**config.mk**
```make
export PLATFORM = sky130hd
export DESIGN_NAME = vec_irq_chain
export DESIGN_NICKNAME = d
export VERILOG_FILES = /design/src/rtl/vec_irq_chain.sv
export SDC_FILE = /design/constraint.sdc
export NUM_CORES = 1
export LEC_CHECK = 0
export ABC_AREA = 0
export BUFFER_PORTS_ARGS = -buffer_cell sky130_fd_sc_hd__buf_4
export CORE_MARGIN = 2
export CORE_UTILIZATION = 50
export DETAILED_ROUTE_END_ITERATION = 8
export GPL_TIMING_DRIVEN = 0
export PLACE_DENSITY = 0.75
export SYNTH_ARGS = -nofsm -noshare
export SYNTH_HDL_FRONTEND = slang
export SYNTH_SLANG_ARGS = --single-unit
```
**constraint.sdc**
```tcl
create_clock -name clk -period 1.6 [get_ports clk]
set_clock_uncertainty 0.15 [all_clocks]
set_input_delay 0.32 -clock clk [delete_from_list [all_inputs] [get_ports clk]]
set_output_delay 0.32 -clock clk [all_outputs]
set_load 0.02 [all_outputs]
```
**src/rtl/vec_irq_chain.sv**
```systemverilog
module vec_irq_chain #(
  parameter int           NSRC      = 8,
  parameter logic [7:0]   VEC_RESET = 8'h0F
) (
  input  logic            clk,
  input  logic            rst_n,
  input  logic [NSRC-1:0] src_i,
  input  logic            reg_we,
  input  logic [1:0]      reg_addr,
  input  logic [7:0]      reg_wdata,
  output logic [7:0]      reg_rdata,
  input  logic            chain_en_i,
  output logic            chain_en_o,
  input  logic            ack_n,
  output logic            intr_n,
  output logic [7:0]      vec_o,
  output logic            vec_oe
);

  localparam logic [1:0] A_STAT = 2'd0, A_MASK = 2'd1, A_MSTAT = 2'd2, A_VEC = 2'd3;

  logic [NSRC-1:0] status, mask, in_svc, pend, clr;
  logic [7:0]      vector;
  logic            req;

  assign pend = status & mask;
  assign req  = |pend;
  assign clr  = (reg_we && reg_addr == A_STAT) ? reg_wdata[NSRC-1:0] : '0;

  assign intr_n     = ~(chain_en_i & req);
  assign chain_en_o = chain_en_i & ~req & ~(|in_svc);
  assign vec_oe     = ~ack_n & chain_en_i & req;
  assign vec_o      = vec_oe ? vector : 8'h00;

  always_ff @(posedge clk or negedge rst_n) begin
    if (!rst_n) begin
      status <= '0;
      mask   <= '0;
      in_svc <= '0;
      vector <= VEC_RESET;
    end else begin
      status <= (status & ~clr) | src_i;
      in_svc <= (in_svc & ~clr) | (vec_oe ? pend : '0);
      if (reg_we && reg_addr == A_MASK) mask   <= reg_wdata[NSRC-1:0];
      if (reg_we && reg_addr == A_VEC)  vector <= reg_wdata;
    end
  end

  always_comb begin
    reg_rdata = 8'h00;
    case (reg_addr)
      A_STAT:  reg_rdata[NSRC-1:0] = status;
      A_MASK:  reg_rdata[NSRC-1:0] = mask;
      A_MSTAT: reg_rdata[NSRC-1:0] = pend;
      default: reg_rdata = vector;
    endcase
  end

  AST_SRC_STICKS: assert property (@(posedge clk) disable iff (!rst_n)
    (|src_i) |=> ((status & $past(src_i)) == $past(src_i)));
  AST_REQ_NEEDS_CHAIN: assert property (@(posedge clk) disable iff (!rst_n)
    !intr_n |-> chain_en_i);
  AST_CHAIN_BLOCKED: assert property (@(posedge clk) disable iff (!rst_n)
    chain_en_o |-> (intr_n && !vec_oe));
  AST_VEC_ON_ACK: assert property (@(posedge clk) disable iff (!rst_n)
    vec_oe |-> (!ack_n && !intr_n));
  AST_SVC_HOLDS: assert property (@(posedge clk) disable iff (!rst_n)
    (vec_oe && !(reg_we && reg_addr == A_STAT)) |=> !chain_en_o);

endmodule

```
# After elaboration in Yosys (flattened, before gate mapping)
# Cells that the tools add are included.
# op_classes
eq_ne	3
n_mux	4
bitwise_logic	15
n_reduce_logical	6
# op_table
cell	count
AND 8 bit	3
two-way mux 8 bit	3
case mux 8 bit (3 select lines)	1
bitwise OR 8 bit	2
OR reduction 8 bit	2
inverter 8 bit	1
AND 1 bit	5
== test 2 bit, second input constant	2
inverter 1 bit	4
logical AND 1 bit	3
== test 2 x 1 -> 1 bit, second input constant	1
zero test 2 bit	1
# totals
regBits	32
inputBits	23

# Longest topological paths before layout
# depth
ltp_word	6
depth_mapped	5
depth_no_buf	3

# Worst setup path before layout
# Ideal clock, no wire load.
# synth_timing
kind	reg2out
startpoint	register in_svc[6]
endpoint	output chain_en_o
arrival_ns	1.185
path_slack_ns	-0.055
stages_incl_launch_ff	4
n_path_buf	0
path_cell_list	dfrtp_1 > nor4_1 > nand4_1 > nor3_1
# synth_between
elab_chain_cells	3
# synth_rtl
item	line	rtl
from (decl)	22	logic [NSRC-1:0] status, mask, in_svc, pend, clr;
from (signal assigned)	43	in_svc <= (in_svc & ~clr) | (vec_oe ? pend : '0);
OR reduction 8 bit	31	assign chain_en_o = chain_en_i & ~req & ~(|in_svc);
inverter 1 bit	31	
AND 1 bit	31	
to (decl)	13	output logic chain_en_o,
# No other way between the ends.

# Final worst setup path
# Ends and elaborated chain as after synthesis.

==> summary.md <==
| Metric | Value |
|---|---|
| Status | complete, but fails checks |
| Failing checks | setup timing |
| Post-route ant nets | 0 |
| Core area | between 3000 and 4000 um2 |
| Peak supply drop | 639 uV |
| Final core occ | 77.3% |
| Synthesized area | between 1500 and 2000 um2 |
| IO Port Bufs | roughly 40 |
| TritonCTS clock tree | built |
| Cell leakage power | 1.01 nW |
| Most Used Layer, Global Route | met2 |
| DRT Pass-1 Iters | 4 |
| Placed Area | about 2000 um2 |
| Met3 usage in global routing | approximately 8.4% |
| Switching Power | 0.766 mW |
| Clock period minus final worst setup slack | 1.97 ns |
| # rows | 20 |
| HP Class | in -> reg |
| CP Capture Type | output port |
| Worst hold path depth | 2 |
| Initial DRC count | 98 |
| Most common cell after layout, fill and taps aside | buf_4 |
| Synth Area per Inst | about 11 um2 |
| Endpoints failing hold | 0 |
| Starting Density | between 50% and 60% |
| Share of post-route cells with drive strength above 1 | between 50% and 60% |
| Number of fill cells | 206 |
| Register area share after synthesis | 50.9% |
| Simple-gate share of the synthesized area | about an eighth |
| Die Width | around 60 um |
| Startpoint Class | flop |
| Sum Neg Setup Slack | -4.46 ns |
| Post-route cell area | about 2300 um2 |
| Total GRT Usage | around 29% |
| Pin count of the biggest net entering global routing | 33 |
| Clk root buf | clkbuf_4 |
| I/O pin count | 42 |
| Largest family of logic cells by synthesized area | compound AO/OA/AOI/OAI gates |
| Num CTS Buffers | 5 |
| First-pass GRT wire length | 7.36 mm |
| Compound-Gate Fraction of Synth Area | around 17% |
| Die height | about 60 um |
| Syn Nets | 170 |
| Yosys warnings | 0 |
| CP Data Arrival Time | 1.50 ns |
| Slew @ Worst Pin | 0.676 ns |
| GR Layer Usage met2 | a little under half |
| Setup-failing EPs final | 19 |
| Most frequent cells in the layout | buf_4, dfrtp_1, nand2_1 |
| GPL Wtd Cong | around 0.78 |
| CTS H-tree lvls | 2 |
| Max-cap violations | 0 |
| Routed length per instance | between 15 and 20 um |
| Nets | 240 |
| RR Startpoint | mask[7] |
| Diode count | 0 |
| Worst hold endpoint | status[0] |
| Comb power frac | ~34% |
| GR Overflow Total | 0 |
| PD cells | between 1000 and 1500 nW/um2 |
| Number of global-route vias before repair | 1509 |
| Sw frac | 32.5% |
| Internal | roughly 1.6 mW |
| Area share of fa/ha/maj cells after synthesis | 0% |
| WL final | between 4 and 5 mm |
| Initial antenna violation count | 0 |
| Post-synthesis register bit count | 32 |
| Via-per-instance ratio | just under 6 |
| Global Route met1 Usage | a little over a third |
| Reg2reg end | mask[7] |
| Slew margin rel. | 54.7% |
| Seq pwr share | around 45% |
| Detailed Place HPWL | roughly 2.9 mm |
| Final Max Tran Viols | 0 |
| Hold_sp | src_i[0] |
| Clk Latency, worst-skew pair | around 0.33 ns |
| Worst Path Max Fanout | 2 |
| Post-synthesis xor/xnor area fraction | 0% |
| Post-synthesis mux area share | between 15 and 20% |
| WP data required | around 1.1 ns |
| R2R setup slack | roughly 0.44 ns |
| RSZ-0062 raised after global routing | true |
| DIE AREA | ~3600 um2 |
| Count of cell types in the netlist | 24 |
| Worst R2R Path Depth | 3 |
| Minimum setup slack in the final design | -0.365 ns |
| Worst setup path category | reg -> out |
| Cells after synthesis | ~150 |
| # DRC | 0 |
| Clock-pin slew on the worst setup and hold paths | ~0.10 ns |
| CTS Buffer Depth | 2 |
| Routed vias | approximately 1.5k |
| Clk pwr share | between 20% and 30% |
| Dpl ws | -0.271 ns |
| Max Freq | ~510 MHz |
| Total clock sinks | 32 |
| Area delta synth->final | 47.8% |
| Crit share post-route | 123% |
-- cells in the mapped netlist --
master,count,share of area [%]
and4_1,2,1.1
a21o_1,8,3.8
o2bb2ai_1,8,4.4
buf_4,2,0.95
nand2_1,25,5.9
nor2_1,3,0.71
o22ai_1,8,3.2
o21ai_0,1,0.32
buf_6,1,0.71
buf_1,1,0.24
dfstp_2,4,6.6
a21oi_1,17,5.4
dfrtp_1,28,44
nand3_2,1,0.63
mux2_2,16,11
nor3_1,1,0.32
nor4_1,1,0.40
nand2b_1,3,1.2
nor2b_1,1,0.40
clkbuf_1,4,0.95
nand4_1,3,1.2
mux2i_1,7,4.4
nor3b_2,1,0.79
nand3b_2,1,0.71
-- metrics by stage --
step	hold WS (ns)	cells	total power, mW
after detailed placement	0.128	232	1.65
after global placement	0.122	232	1.62
after floorplan	-0.126	147	1.41
final	0.00917	262	2.36
after CTS	0.00129	251	2.28
after global routing	0.00769	262	2.48
-- flip-flops by register name (all words and copies together) (netlist names) --
| name | count |
|---|---|
| in_svc | 8 |
| vector | 8 |
| mask | 8 |
| status | 8 |
-- power by group through the flow --
stage               clock network [mW]  registers [mW]  logic [mW]
finish                           0.491            1.07       0.796
global route                     0.541            1.09       0.854
floorplan                            0            1.05       0.364
detailed placement                   0            1.08       0.574
CTS                              0.495            1.06       0.724
global placement                     0            1.07       0.557
-- layout make-up --
class / count / area [um2] / area share, %
multi-input cells: 109 / 843 / 36.0
flip-flops and latches: 32 / 806 / 34.4
well taps: 44 / 55.1 / 2.35
clock buffers: 8 / 58.8 / 2.51
plain buffers: 5 / 37.5 / 1.60
repair buffers: 64 / 539 / 23.0
-- metal layers --
metal	vias up	wire length (um)
li1	688	-
met1	743	1920
met2	70	2340
met3	9	324
met4	0	75
met5	-	0
-- cell families (layout without fill, tap and decap cells) --
kind of cell / after synthesis / in the layout
buf+inv: 8 / 77
mux: 23 / 23
simple gates: 42 / 44
compound gates: 42 / 42
flops: 32 / 32
-- repair_timing --
item | in CTS | in global routing
gates cloned | 2 | 0
hold buffers | 2 | 2
setup endpoints to repair | 19 | 19
resized for setup | 29 | 12
buffers inserted | 10 | 12
endpoints found under the hold margin | 29 | 2
pin swaps | 16 | 14
-- critical path: stages, from the launching register on --
cell     delay [ns]
dfrtp_1        0.40
nor4_2         0.30
nand4_1        0.14
nor3_2         0.15
buf_4          0.17
-- worst max-delay path by stage --
stage	startpoint	end	slack, ns	cells after the start
finish	in_svc[6]	chain_en_o	-0.37	4
global route	in_svc[6]	chain_en_o	-0.48	4
CTS	in_svc[6]	chain_en_o	-0.36	4
detailed placement	mask[0]	vec_oe	-0.27	5
global placement	mask[1]	vec_o[1]	-0.24	5
floorplan	mask[7]	vec_o[0]	-0.05	4
(Power assumes the default switching activity.)
